[src/rtl/wdt_pkg.sv]
package wdt_pkg;
  // word indexes (byte offset / 4); the bit layout inside each word is fixed by software
  localparam logic [2:0] IDX_FLAG  = 3'd0;
  localparam logic [2:0] IDX_CTRL  = 3'd1;
  localparam logic [2:0] IDX_COUNT = 3'd2;
  localparam logic [2:0] IDX_ACT   = 3'd3;
  localparam logic [2:0] IDX_MATCH = 3'd4;
  localparam logic [2:0] IDX_PIN   = 3'd5;
  localparam logic [2:0] IDX_PULSE = 3'd6;
  localparam logic [2:0] IDX_CAUSE = 3'd7;

  typedef struct packed {
    logic run;        // counting permitted this clock
    logic clear;      // hold counter at zero
    logic holdOnHit;  // suppress increment on a match
    logic pulseLoad;  // start reset pulse
  } wdtStrobe_t;
endpackage

[src/rtl/wdtDatapath.sv]
module wdtDatapath
  import wdt_pkg::*;
#(
  parameter int CNT_W       = 32,
  parameter int PULSE_W     = 16,
  parameter int PULSE_EXTRA = 6
) (
  input  logic               clk,
  input  logic               rstPorN,
  input  logic               tickEn,
  input  wdtStrobe_t         strb,
  input  logic [CNT_W-1:0]   matchVal,
  input  logic [PULSE_W-1:0] pulseLen,
  output logic [CNT_W-1:0]   counterVal,
  output logic               hitNow,
  output logic               pulseActive
);
  localparam int PCNT_W = $clog2((1 << PULSE_W) + PULSE_EXTRA);

  logic [PCNT_W-1:0] pulseCnt;

  assign hitNow      = strb.run && tickEn && (counterVal == matchVal);
  assign pulseActive = (pulseCnt != '0);

  always_ff @(posedge clk or negedge rstPorN) begin
    if (!rstPorN) begin
      counterVal <= '0;
    end else if (strb.clear) begin
      counterVal <= '0;
    end else if (strb.run && tickEn && !(hitNow && strb.holdOnHit)) begin
      counterVal <= counterVal + 1'b1;
    end
  end

  always_ff @(posedge clk or negedge rstPorN) begin
    if (!rstPorN) begin
      pulseCnt <= '0;
    end else if (strb.pulseLoad) begin
      pulseCnt <= PCNT_W'(pulseLen) + PCNT_W'(PULSE_EXTRA);
    end else if (tickEn && pulseActive) begin
      pulseCnt <= pulseCnt - 1'b1;
    end
  end
endmodule

[src/rtl/wdtControl.sv]
module wdtControl
  import wdt_pkg::*;
#(
  parameter int CNT_W   = 32,
  parameter int PULSE_W = 16,
  parameter int ADDR_W  = 5
) (
  input  logic               clk,
  input  logic               rstPorN,
  input  logic               dbgActive,
  input  logic [ADDR_W-1:0]  regAddr,
  input  logic               regWe,
  input  logic [CNT_W-1:0]   regWdata,
  output logic [CNT_W-1:0]   regRdata,
  input  logic [CNT_W-1:0]   counterVal,
  input  logic               hitNow,
  input  logic               pulseActive,
  output wdtStrobe_t         strb,
  output logic [CNT_W-1:0]   matchVal,
  output logic [PULSE_W-1:0] pulseLen,
  output logic               matchFlag,
  output logic               rstCause,
  output logic               ctrlEn,
  output logic               matchIrq,
  output logic               matchOut,
  output logic               intRstOut,
  output logic               extRstOut
);
  localparam int IDX_W = ADDR_W - 2;

  logic [2:0]       ctrlReg;
  logic [6:0]       actReg;
  logic [1:0]       pinAct;
  logic             intSel;
  logic             extSel;
  logic [IDX_W-1:0] wordIdx;
  logic             wrCtrl;

  assign wordIdx = regAddr[ADDR_W-1:2];
  assign wrCtrl  = regWe && (wordIdx == IDX_W'(IDX_CTRL));
  assign ctrlEn  = ctrlReg[0];

  assign strb.clear     = ctrlReg[1];
  assign strb.run       = ctrlReg[0] && !ctrlReg[1] && !(ctrlReg[2] && dbgActive);
  assign strb.holdOnHit = actReg[2];
  assign strb.pulseLoad = hitNow && (actReg[3] || actReg[4]);

  assign matchIrq  = matchFlag && actReg[0];
  assign intRstOut = (pulseActive && intSel) || actReg[5];
  assign extRstOut = (pulseActive && extSel) || actReg[6];

  always_ff @(posedge clk or negedge rstPorN) begin
    if (!rstPorN) begin
      ctrlReg   <= '0;
      actReg    <= '0;
      matchVal  <= '0;
      pulseLen  <= '0;
      pinAct    <= '0;
      matchOut  <= 1'b0;
      matchFlag <= 1'b0;
      intSel    <= 1'b0;
      extSel    <= 1'b0;
      rstCause  <= 1'b0;
    end else begin
      if (wrCtrl) ctrlReg <= regWdata[2:0];
      else if (hitNow && actReg[2]) ctrlReg[0] <= 1'b0;

      if (regWe && wordIdx == IDX_W'(IDX_ACT))   actReg   <= regWdata[6:0] & 7'b1111101;
      if (regWe && wordIdx == IDX_W'(IDX_MATCH)) matchVal <= regWdata;
      if (regWe && wordIdx == IDX_W'(IDX_PULSE)) pulseLen <= regWdata[PULSE_W-1:0];

      if (regWe && wordIdx == IDX_W'(IDX_PIN)) begin
        matchOut <= regWdata[0];
        pinAct   <= regWdata[5:4];
      end else if (hitNow) begin
        case (pinAct)
          2'd1:    matchOut <= 1'b0;
          2'd2:    matchOut <= 1'b1;
          2'd3:    matchOut <= !matchOut;
          default: matchOut <= matchOut;
        endcase
      end

      if (hitNow) matchFlag <= 1'b1;
      else if (regWe && wordIdx == IDX_W'(IDX_FLAG) && regWdata[0]) matchFlag <= 1'b0;

      if (strb.pulseLoad) begin
        intSel <= actReg[3];
        extSel <= actReg[4];
      end

      if (intRstOut || extRstOut) rstCause <= 1'b1;
    end
  end

  always_comb begin
    regRdata = '0;
    case (wordIdx)
      IDX_W'(IDX_FLAG):  regRdata[0]   = matchFlag;
      IDX_W'(IDX_CTRL):  regRdata[2:0] = ctrlReg;
      IDX_W'(IDX_COUNT): regRdata      = counterVal;
      IDX_W'(IDX_ACT):   regRdata[6:0] = actReg;
      IDX_W'(IDX_MATCH): regRdata      = matchVal;
      IDX_W'(IDX_PIN):   regRdata[5:0] = {pinAct, 3'b000, matchOut};
      IDX_W'(IDX_PULSE): regRdata[PULSE_W-1:0] = pulseLen;
      default:           regRdata[0]   = rstCause;
    endcase
  end
endmodule

[src/rtl/wdogMatchTimer.sv]
module wdogMatchTimer
  import wdt_pkg::*;
#(
  parameter int CNT_W       = 32,
  parameter int PULSE_W     = 16,
  parameter int PULSE_EXTRA = 6,
  parameter int ADDR_W      = 5
) (
  input  logic              clk,
  input  logic              rstPorN,
  input  logic              tickEn,
  input  logic              dbgActive,
  input  logic [ADDR_W-1:0] regAddr,
  input  logic              regWe,
  input  logic [CNT_W-1:0]  regWdata,
  output logic [CNT_W-1:0]  regRdata,
  output logic              matchIrq,
  output logic              matchOut,
  output logic              intRstOut,
  output logic              extRstOut
);
  wdtStrobe_t         strb;
  logic [CNT_W-1:0]   counterVal;
  logic [CNT_W-1:0]   matchVal;
  logic [PULSE_W-1:0] pulseLen;
  logic               hitNow;
  logic               pulseActive;
  logic               matchFlag;
  logic               rstCause;
  logic               ctrlEn;

  wdtControl #(.CNT_W(CNT_W), .PULSE_W(PULSE_W), .ADDR_W(ADDR_W)) ctrl_i (
    .clk(clk), .rstPorN(rstPorN), .dbgActive(dbgActive),
    .regAddr(regAddr), .regWe(regWe), .regWdata(regWdata), .regRdata(regRdata),
    .counterVal(counterVal), .hitNow(hitNow), .pulseActive(pulseActive),
    .strb(strb), .matchVal(matchVal), .pulseLen(pulseLen),
    .matchFlag(matchFlag), .rstCause(rstCause), .ctrlEn(ctrlEn),
    .matchIrq(matchIrq), .matchOut(matchOut),
    .intRstOut(intRstOut), .extRstOut(extRstOut)
  );

  wdtDatapath #(.CNT_W(CNT_W), .PULSE_W(PULSE_W), .PULSE_EXTRA(PULSE_EXTRA)) dp_i (
    .clk(clk), .rstPorN(rstPorN), .tickEn(tickEn), .strb(strb),
    .matchVal(matchVal), .pulseLen(pulseLen),
    .counterVal(counterVal), .hitNow(hitNow), .pulseActive(pulseActive)
  );
endmodule

[config.mk]
export PLATFORM = sky130hd
export DESIGN_NAME = wdogMatchTimer
export DESIGN_NICKNAME = d
export VERILOG_FILES = /design/src/rtl/wdt_pkg.sv /design/src/rtl/wdtDatapath.sv /design/src/rtl/wdtControl.sv /design/src/rtl/wdogMatchTimer.sv
export SDC_FILE = /design/constraint.sdc
export NUM_CORES = 1
export LEC_CHECK = 0
export BUFFER_PORTS_ARGS = -buffer_cell sky130_fd_sc_hd__buf_2
export CORE_UTILIZATION = 55
export DETAILED_ROUTE_END_ITERATION = 10
export GPL_ROUTABILITY_DRIVEN = 0
export PLACE_DENSITY_LB_ADDON = 0.12
export RECOVER_POWER = 50
export SLEW_MARGIN = 40
export SYNTH_ARGS = -nofsm -noshare
export SYNTH_HDL_FRONTEND = slang
export SYNTH_HIERARCHICAL = 1
export SYNTH_SLANG_ARGS = --single-unit
[constraint.sdc]
create_clock -name clk -period 6.3 [get_ports clk]
set_clock_uncertainty 0.05 [all_clocks]
set_input_delay 0.945 -clock clk [delete_from_list [all_inputs] [get_ports clk]]
set_output_delay 0.945 -clock clk [all_outputs]
set_load 0.05 [all_outputs]
# After elaboration in Yosys (flattened, before gate mapping)
# Cells that the tools add are included.
[totals]
register_bits = 113
inputBits = 42
word_cells = 79
out_inout_bits = 36
rom_bits = 0
mem_bits_rw = 0
latch_bits = 0
mem_count = 0
[op_classes]
n_eq_ne = 10
n_mul = 0
addsub = 3
bitwise_logic = 0
n_reduce_logical = 36
n_mux = 17
div_mod_pow = 0
shifts = 0
magnitude_cmp = 0
[op_table]
columns = ["operator", "n"]
rows = [
  ["$mux W32", 2],
  ["$mux W17", 2],
  ["$add A32 B1 Y32 const B", 1],
  ["$eq A32 B32 Y1", 1],
  ["$pmux W16 S2", 1],
  ["$pmux W9 S3", 1],
  ["$logic_and A1 B1 Y1", 19],
  ["$add A16 B3 Y17 const B", 1],
  ["$reduce_bool A17 Y1", 1],
  ["$sub A17 B1 Y17 const B", 1],
  ["$pmux W3 S5", 1],
  ["$pmux W2 S5", 1],
  ["$reduce_bool A2 Y1", 5],
  ["$eq A3 B3 Y1 const B", 3],
  ["$pmux W1 S7", 1],
  ["$eq A3 B2 Y1 const B", 2],
  ["$mux W1", 6],
  ["$eq A2 B2 Y1 const B", 2],
  ["$logic_not A1 Y1", 4],
  ["$logic_or A1 B1 Y1", 4],
  ["$pmux W1 S4", 1],
  ["$reduce_bool A4 Y1", 1],
  ["$eq A3 B1 Y1 const B", 1],
  ["$logic_not A3 Y1", 1],
  ["3 further kinds", 3],
]

# Depth between registers and ports, before layout
# Gate-level depths: netlist (run 1).
[logic_depth]
word_depth = 10
mapped_depth = 11

# Hierarchy
# Netlist (run 1), hierarchy kept.
[by_module_without_submodules]
columns = ["module", "instances", "cells_per_inst", "seq_area_each_um2", "area_per_inst_um2"]
rows = [
  ["wdtControl", 1, 277, 1601.5, 3463.3],
  ["wdtDatapath", 1, 381, 1226.2, 3337.0],
]

# Worst setup path before layout (run 1)
# No wires, ideal clock.
[synth_path]
path_kind = "input to output"
startpoint = "input port regAddr[2]"
endpoint = "output port regRdata[1]"
slack_ps = 2752
required_time_ps = 5305
arrival_time_ps = 2553
path_stages = 5
cell_sequence = "buf_2 > buf_4 > nand2_1 > a2bb2oi_1 > o21ai_0"
[synth_between]
elab_chain_len = 2
word_cells_on_any_way = 6
classes_between = "eq/ne: 5; mux: 1"
[synth_rtl]
columns = ["item", "line", "rtl"]
rows = [
  ["start: declaration", "wdogMatchTimer.sv:13", "input logic [ADDR_W-1:0] regAddr,"],
  ["$eq A3 B3 Y1 (tied with other cells)", "wdtControl.sv:98", "case (wordIdx)"],
  ["$pmux W2 S5 (*)", "wdtControl.sv:98", ""],
  ["end: declaration", "wdogMatchTimer.sv:16", "output logic [CNT_W-1:0] regRdata,"],
]
# Every way passes the cells marked *; elsewhere a longest branch is shown, timed or not.

# Worst setup path after layout (run 1)
[layout_path]
startpoint = "input port regAddr[2]"
endpoint = "output port regRdata[0]"
[layout_between]
elab_chain_len = 2
word_cells_on_any_way = 8
classes_between = "eq/ne: 6; mux: 1; reduce/logical: 1"
[layout_rtl]
columns = ["item", "line"]
rows = [
  ["$eq A3 B3 Y1 (tied with other cells)", "wdtControl.sv:98"],
  ["$pmux W1 S7 (*)", "wdtControl.sv:98"],
]
# Marked as above.

==> metrics.txt, run 1 <==
# fillers 972; GRT Residual Overflow 0; area share of and/or/nand/nor cells after synthesis 17.98%; DP Cell Count around 850; Vias between 5000 and 6000; Compound-Gate Fraction of Synth Area 10.16%; HP Class reg2reg; initial antenna violation count 0; residual DRC count 0; HPWL Detailed ~11000 microns; ant diodes 0; Tot GR Track Use 27.69%; CTS resizes 0; RSZ-0062 raised after global routing no; worst vdd ir around 0.2 mV; syn_nets 706; WL final between 15000 and 20000 microns; Main synth FF type dfrtp_1; TritonCTS buffer count 17; Seq/Total Area, Yosys 41.58%; slowest CP cell clkbuf_1; number of buffers added on ports 75; top cells by count, synth dfrtp_1 (113), nor2_1 (60), xnor2_1 (44); Max-cap violations 3; global-route wire length before repair between 20000 and 30000 microns; Mapped Cells about 660; Setup CP Type in2out; multi-input logic area roughly 3700 sq um; Clock Latency Late Sink roughly 0.42 ns; average size of a mapped cell 10.33 sq um; die footprint between 10000 and 15000 sq um; final setup vio count 0; clk slew on worst S/H paths approximately 0.050 ns; Final ANT Viol Nets 0; initial core utilization between 50% and 60%; FF+latch area between 2000 and 3000 sq um; Tmin final around 4.6 ns; status finished, violations left; I/O pin count a little under 80; post-route clock period utilization approximately 73%; Initial DRT Pass Iterations 5; met2 wire length approximately 8000 microns; Post-Synth XOR/XNOR Area 8.372%; post-route setup TNS 0 ns; DR vias/cell about 6.0; final max-slew violation count 162; DIE HEIGHT roughly 110 microns; CP endpoint kind output port; Synth area leaders dfrtp_1 (42%), mux2_4 (7.3%), mux2_2 (7.1%); Final Hold Fails 0; Met1 Wirelength around 7700 microns; layout cells sized above 1 a little over a quarter; clk sinks around 110; Critical Path, Cell by Cell clkbuf_1 -> mux2_2 -> a221o_1 -> o2bb2ai_1 -> buf_2; worst slew pin tran about 2.3 ns; clock root buffer clkbuf_16; Post-CTS Setup Bufs 0; Post-Syn Area 6800 sq um; crit-path max cell delay ~1.6 ns; critical path's top delay family buffers and inverters; H-tree lvl count 4; Nets slightly below 800; flops & latches, synth between 100 and 150; Post-Synth Adder-Cell Area approximately 1.1%; FMAX ~220 MHz; Routed WL per cell around 19 microns; pin count of the biggest net entering global routing 73; CP Launch Type input pin; Lkg Pwr approximately 0.0034 uW; library cells used by synthesis 59; Die Wd 113.2 microns; Iter 0 DRT Violations 464; failing checks max-capacitance violations, max-slew violations; worst-path fanout max 45; top-count cell post-synth dfrtp_1; CTS Hold Bufs 0; CP required between 5 and 6 ns; main combinational cell family by area after synthesis simple AND/OR/NAND/NOR gates; Core Area 12010 sq um; Synth Warn # 6; Layout Cells excl Fill roughly 880; Area Overhead vs Synth 14.20%; number of global-route vias before repair 5240; Power Dens Cells 344.8 nW/um^2; Longest Clk Path Bufs 2; slew margin rel. -55.76%; met3 routed WL 887 microns; post-synth top area cell dfrtp_1; # rows 40; Post-synth EDFFs 0; CP arrival 3.63 ns; FFs w/ async S/R, synth 100.0%; Top Layer Used met4; multiplexer share of the synthesized area about 16%; CTS tree done; top cell type's share of synthesized area ~42%; CP Buf/Inv Count 2
==> metal layers <==
layer	track usage [%]	vias up
met5	0	-
met4	8.509	0
met3	6.052	18
met2	44.25	163
met1	37.77	2609
li1	-	2479
==> tightest hold or removal path: stages (launching register included) <==
cell and delay [ns]:
dfrtp_1 0.34, nand2_1 0.05, nand2_1 0.06
==> state kept, by name, summed over array words and instances (netlist names) <==
register / count
ctrl_i/rstCause: 1
ctrl_i/matchFlag: 1
ctrl_i/pulseLen: 16
ctrl_i/actReg: 6
ctrl_i/intSel: 1
ctrl_i/matchVal: 32
dp_i/counterVal: 32
ctrl_i/extSel: 1
ctrl_i/ctrlReg: 3
dp_i/pulseCnt: 17
ctrl_i/matchOut: 1
ctrl_i/pinAct: 2
==> placed cells by master (no fill, tap or decap), types with 10 or more instances in the layout <==
cell	n
o21ai_0	19
nor3_1	10
clkbuf_16	17
a22oi_1	28
nand4_1	16
mux2_4	33
xor2_1	21
mux2_2	43
a21oi_1	27
dfrtp_1	113
or3_1	11
nor2_1	60
nand2_1	41
inv_1	16
or4_1	10
nor2b_1	16
nand3_1	24
xnor2_1	44
mux2i_1	11
buf_2	72
==> final cells by class <==
| cell class | instances | area share [%] |
|---|---|---|
| Clock buffer | 21 | 6.187 |
| Clock inverter | 11 | 2.030 |
| Tap cell | 147 | 2.368 |
| Sequential cell | 113 | 36.41 |
| Multi-Input combinational cell | 495 | 47.19 |
| Inverter | 16 | 0.7733 |
| Timing Repair Buffer | 78 | 5.043 |
==> path summary, 6_finish.rpt <==
| path | slack, ns | to | cells past startpoint | from |
|---|---|---|---|---|
| setup / recovery | 1.68 | regRdata[0] | 5 | regAddr[2] |
| hold / removal | 0.43 | ctrl_i/extSel | 2 | ctrl_i/extSel |
| setup reg to reg | 2.73 | dp_i/pulseCnt[6] | 8 | ctrl_i/ctrlReg[2] |
| hold reg to reg | 0.43 | ctrl_i/extSel | 2 | ctrl_i/extSel |
| max in group asynchronous | 2.26 | ctrl_i/matchVal[20] | 2 | rstPorN |
| min in group asynchronous | 1.18 | dp_i/pulseCnt[5] | 1 | rstPorN |
==> where the power goes <==
group / total (uW) / internal [uW] / switching [uW] / leakage [uW]
clock network: 1030 / 698 / 336 / 0.000318
logic: 613 / 284 / 329 / 0.00162
registers: 1030 / 866 / 164 / 0.00143
total: 2680 / 1850 / 829 / 0.00336
==> cells by family after synthesis <==
logic type | count (synthesis)
muxes | 88
adders and majority gates | 6
and+or+nand+nor | 228
xor gates and xnor gates | 65
buffers and inverters | 50
DFF | 113
AOI/OAI and AO/OA | 108
==> per-stage QoR <==
| step | util, % | power (uW) | hold WS, ns | worst slack, ns | area (sq um) |
|---|---|---|---|---|---|
| after CTS | 64.80 | 2689 | 0.4383 | 2.496 | 7784 |
| after global placement | 59.39 | 1623 | 0.4085 | 1.867 | 7133 |
| after detailed placement | 59.49 | 1649 | 0.4248 | 2.082 | 7146 |
| after global routing | 64.66 | 2804 | 0.4633 | 1.505 | 7766 |
| final | 64.66 | 2677 | 0.4328 | 1.676 | 7766 |
| after floorplan | - | 1484 | 0.3951 | 2.752 | 6800 |
Power figures use the tool's default switching activity.
==> run 2, diff against run 1 <==
==> constraint.sdc (replaced) <==
create_clock -name clk -period 4.55 [get_ports clk]
set_clock_uncertainty 0.05 [all_clocks]
set_input_delay 0.6825 -clock clk [delete_from_list [all_inputs] [get_ports clk]]
set_output_delay 0.6825 -clock clk [all_outputs]
set_load 0.05 [all_outputs]
==> metrics.txt, run 2 (synthesized netlist as in run 1, its figures left out) <==
layout cells sized above 1 26.90%; Power Dens Cells 470.9 nW/um^2; CP arrival ~3.0 ns; Top Registers ctrl_i/matchVal: 32 flops, dp_i/counterVal: 32 flops, dp_i/pulseCnt: 17 flops; Top Layer Used met4; Layout Cells excl Fill approximately 900; number of buffers added on ports between 70 and 80; HPWL Detailed around 12000 microns; worst vdd ir about 0.26 mV; slew margin rel. -24.66%; post-route clock period utilization between 80 and 90%; Setup CP Type in2out; residual DRC count 0; Longest Clk Path Bufs 2; FMAX between 200 and 300 MHz; status finished, violations left; clk sinks between 100 and 150; DP Cell Count 852; pin count of the biggest net entering global routing 46; CP Launch Type input pin; failing checks max-capacitance violations, max-slew violations; CTS Hold Bufs 0; most frequent cells in the layout dfrtp_1 (113), buf_2 (70), nor2_1 (60), xnor2_1 (44), mux2_2 (43); cells on worst reg2reg path 11; reg-to-reg endpoint dp_i/pulseCnt[11]; Routed WL per cell about 19 microns; Crit path depth 6; GRT Residual Overflow 0; critical path's top delay family buffers and inverters; Hold Path Origin ctrl_i/intSel; Reg2Reg Launch Point ctrl_i/ctrlReg[2]; post-route setup TNS 0 ns; met3 routed WL between 900 and 1000 microns; Tot GR Track Use ~28%; CP required 3.82 ns; global-route wire length before repair about 28000 microns; DR vias/cell 6.026; number of global-route vias before repair 5381; CTS resizes 0; Post-CTS Setup Bufs 0; WL final ~17000 microns; Tmin final 3.741 ns; worst-path fanout max 25; initial core utilization 56.61%; worst slew pin tran roughly 1.9 ns; FF+latch area between 2000 and 3000 sq um; CP Buf/Inv Count 3; Final Hold Fails 0; met2 wire length around 8000 microns; Core Area 12010 sq um; Initial DRT Pass Iterations 5; die footprint between 10000 and 15000 sq um; Vias 5321; H-tree lvl count 4; WHS Path Cells 2; clock root buffer clkbuf_16; multi-input logic area roughly 3700 sq um; I/O pin count slightly below 80; Lkg Pwr about 0.0033 uW; # fillers 1014; Clock Latency Late Sink roughly 0.42 ns; Placed Area slightly above 7000 sq um; CP endpoint kind output port; Iter 0 DRT Violations ~400; HP Class reg2reg; Met1 Wirelength 7742 microns; DIE HEIGHT 113.2 microns; slowest CP cell clkbuf_1; CTS tree done; Area Overhead vs Synth 13.93%; crit-path max cell delay around 1.0 ns; RSZ-0062 raised after global routing no; # rows 40; ant diodes 0; TritonCTS buffer count 17; Max-cap violations 1; clk slew on worst S/H paths around 0.05 ns; final setup vio count 0; reg-to-reg setup timing slack roughly 1.4 ns; Final ANT Viol Nets 0; Critical Path, Cell by Cell clkbuf_1 -> nor2b_1 -> buf_4 -> a22oi_1 -> nor2_1 -> buf_2; post-route cell area 7747 sq um; commonest non-fill, non-tap cell in the layout dfrtp_1; Die Wd between 100 and 150 microns; initial antenna violation count 0; Nets just under 800; WHS Endpoint ctrl_i/intSel; final max-slew violation count 35
## run 2: worst max-delay path by stage
stage | start | end
after floorplan | regAddr[2] | regRdata[1]
after global placement | dbgActive | dp_i/pulseCnt[16]
after detailed placement | dbgActive | dp_i/pulseCnt[9]
after CTS | regAddr[2] | regRdata[0]
after global routing | regAddr[3] | regRdata[26]
final | regAddr[3] | regRdata[7]
## run 2: cell type report
class	count	share of cell area, %
Timing Repair Buffer	81	5.329
Multi-Input combinational cell	495	47.22
Sequential cell	113	36.50
Inverter	16	0.7752
Tap cell	147	2.374
Clock inverter	10	1.728
Clock buffer	21	6.072
## run 2: routing by layer
layer  up-vias  track usage [%]
met4         0            8.684
li1       2496                -
met5         -                0
met2       165            45.03
met3        24            6.749
met1      2636            37.75
## run 2: worst min-delay path, stage by stage, from the launching register on
cell and delay [ns]:
dfrtp_1 0.34, nand2_1 0.05, nand2_1 0.06
## run 2: where the power goes
group | switching, uW | internal (uW)
clock | 468 | 897
combinational | 464 | 393
sequential | 227 | 1200
## run 2: metrics by stage
step	hold WS (ns)	util (%)	worst slack [ns]	total power, uW
2_1_floorplan	0.3369	-	1.527	2055
3_3_place_gp	0.4074	59.57	1.086	2251
3_5_place_dp	0.4174	59.57	1.052	2284
4_1_cts	0.1715	64.60	1.343	3658
5_1_grt	0.4356	64.50	0.6127	3815
6_report	0.4256	64.50	0.8094	3648
==> run 3, diff against run 2 <==
--- a/config.mk
+++ b/config.mk
@@ -5,8 +5,9 @@
 export SDC_FILE = /design/constraint.sdc
 export NUM_CORES = 1
 export LEC_CHECK = 0
+export ABC_AREA = 1
 export BUFFER_PORTS_ARGS = -buffer_cell sky130_fd_sc_hd__buf_2
-export CORE_UTILIZATION = 55
+export CORE_UTILIZATION = 54
 export DETAILED_ROUTE_END_ITERATION = 10
 export GPL_ROUTABILITY_DRIVEN = 0
 export PLACE_DENSITY_LB_ADDON = 0.12
==> constraint.sdc (replaced) <==
create_clock -name clk -period 3.3 [get_ports clk]
set_clock_uncertainty 0.05 [all_clocks]
set_input_delay 0.495 -clock clk [delete_from_list [all_inputs] [get_ports clk]]
set_output_delay 0.495 -clock clk [all_outputs]
set_load 0.05 [all_outputs]
==> metrics.txt, run 3 <==
Main synth FF type dfrtp_1; Iter 0 DRT Violations around 660; syn_nets 1254; RSZ-0062 raised after global routing no; GRT Residual Overflow 0; Setup CP Type reg2reg; Tot GR Track Use 31.12%; Final ANT Viol Nets 0; WL final between 20000 and 25000 microns; flops & latches, synth around 110; CP required approximately 3.6 ns; Synth area leaders dfrtp_1 (36%), nand2_1 (22%), nand3_1 (6.8%); global-route wire length before repair ~36000 microns; number of buffers added on ports 75; Clock Latency Late Sink roughly 0.42 ns; most frequent cells in the layout nand2_1 (459), inv_1 (134), dfrtp_1 (113), nand3_1 (106), nor2_1 (106); final max-slew violation count 0; Power Dens Cells 546.3 nW/um^2; Layout Utilization ~63%; commonest non-fill, non-tap cell in the layout nand2_1; Core Area between 10000 and 15000 sq um; slew margin rel. approximately 6%; clk sinks between 100 and 150; Post-synth EDFFs 0; Area Overhead vs Synth 13.84%; layout cells sized above 1 between 10% and 20%; Synth Warn # 6; CTS resizes 0; H-tree lvl count 4; clock root buffer clkbuf_16; Mapped Cells ~1200; FMAX approximately 340 MHz; final setup vio count 0; Top Registers ctrl_i/matchVal: 32 flops, dp_i/counterVal: 32 flops, dp_i/pulseCnt: 17 flops; initial core utilization between 50% and 60%; Initial DRT Pass Iterations 5; die footprint 14840 sq um; status finished clean; residual DRC count 0; worst-path fanout max 14; HP Class in2reg; Power Total 4820 uW; CTS Hold Bufs 0; # rows 43; HPWL Detailed roughly 16000 microns; worst vdd ir 0.4063 mV; number of global-route vias before repair approximately 7200; clk slew on worst S/H paths 0.06 ns; Seq/Total Area, Yosys between 30% and 40%; library cells used by synthesis 36; Lkg Pwr between 0.004 and 0.005 uW; post-synth top area cell dfrtp_1; Max-cap violations 0; top-count cell post-synth nand2_1; Final Hold Fails 0; post-route clock period utilization about nine tenths; top cells by count, synth nand2_1 (458), inv_1 (134), dfrtp_1 (113); worst slew pin tran 1.410 ns; Tmin final 2.947 ns; Post-CTS Setup Bufs 0; Die Wd 121.8 microns; # fillers roughly 1300; Post-Syn Area 7750 sq um; CP Launch Type flip-flop; Routed WL per cell about 15 microns; average size of a mapped cell ~6.4 sq um; post-route setup TNS 0 ns; pin count of the biggest net entering global routing 54; Nets ~1300; initial antenna violation count 0; ant diodes 0; Fin Hold WS 0.2553 ns; I/O pin count 78; Longest Clk Path Bufs 2; CTS tree done; Vias about 8000; Placed Area around 8200 sq um; FFs w/ async S/R, synth between 90% and 100%; top cell type's share of synthesized area 36.49%; DIE HEIGHT roughly 120 microns; post-route cell area 8822 sq um; TritonCTS buffer count 17; CP arrival approximately 3.2 ns; CP endpoint kind flip-flop; DR vias/cell approximately 5.4
[run 3: changes by cell type in the layout (fill, tap and decap cells not counted), moves of 33 or more]
cell and change:
inv_1 +118, mux2_2 -43, mux2_4 -33, nor2_1 +46, nand4_1 +35, nand2_1 +418, xnor2_1 -35, nand3_1 +82
[run 3: power breakdown]
part / switching [uW] / internal [uW] / total (uW) / leakage (uW)
combinational: 736 / 377 / 1110 / 0.00290
sequential: 265 / 1610 / 1870 / 0.00145
clock: 698 / 1140 / 1840 / 0.000272
[run 3: layout make-up]
cell class / count / area [sq um] / area share, %
multi-input cells: 900 / 4128 / 46.79
flip-flops and latches: 113 / 2828 / 32.05
inverters: 147 / 551.8 / 6.254
repair buffers: 93 / 496.7 / 5.630
clock buffers: 18 / 439.2 / 4.978
well taps: 180 / 225.2 / 2.553
clock inverters: 14 / 153.9 / 1.744
[run 3: layer usage]
layer,part of all wire (%),wire length [microns],vias up,track usage [%]
met3,7.6,1647,28,4.635
met4,1.9,410,0,10.34
met5,0,0,-,0
li1,-,-,3970,-
met1,47,10180,3677,45.18
met2,44,9531,309,47.28
[run 3: critical path: stages (launching register included)]
cell and delay [ns]:
dfrtp_1 0.50, inv_1 0.12, nand2_1 0.07, nand2_1 0.07, a2111oi_0 0.52, nand3_1 0.15
nor2_1 0.32, nand2_1 0.12, nand2_1 0.11, clkinv_1 0.13, buf_4 0.22, nand3_1 0.16
nor3_1 0.06, nand3b_1 0.08, nand2_1 0.05, nand2_1 0.05, nand2_1 0.05
[run 3: stage by stage]
step,instances,setup slack [ns]
2_1_floorplan,1206,0.7230
3_3_place_gp,1433,0.4103
3_5_place_dp,1433,0.3808
4_1_cts,1465,0.3707
5_1_grt,1465,0.1491
6_report,1465,0.3530
[run 3: worst paths after layout]
kind	end	cells past startpoint	slack, ns	from
max in group asynchronous	dp_i/counterVal[22]	2	0.94	rstPorN
max reg2reg	dp_i/pulseCnt[16]	16	0.35	dp_i/counterVal[26]
min	ctrl_i/matchVal[23]	3	0.26	regWdata[23]
min reg2reg	ctrl_i/rstCause	2	0.44	ctrl_i/rstCause
min in group asynchronous	dp_i/pulseCnt[12]	1	0.36	rstPorN
max	dp_i/pulseCnt[16]	16	0.35	dp_i/counterVal[26]
[run 3: cell families (layout without fill, tap and decap cells)]
group | count (synthesis) | count (layout) | share of synthesized area (%)
xor gates and xnor gates | 32 | 32 | 3.616
DFF | 113 | 113 | 36.49
and+or+nand+nor | 768 | 768 | 41.98
buffers and inverters | 193 | 272 | 10.30
AOI/OAI and AO/OA | 94 | 94 | 6.652
adders and majority gates | 6 | 6 | 0.9687
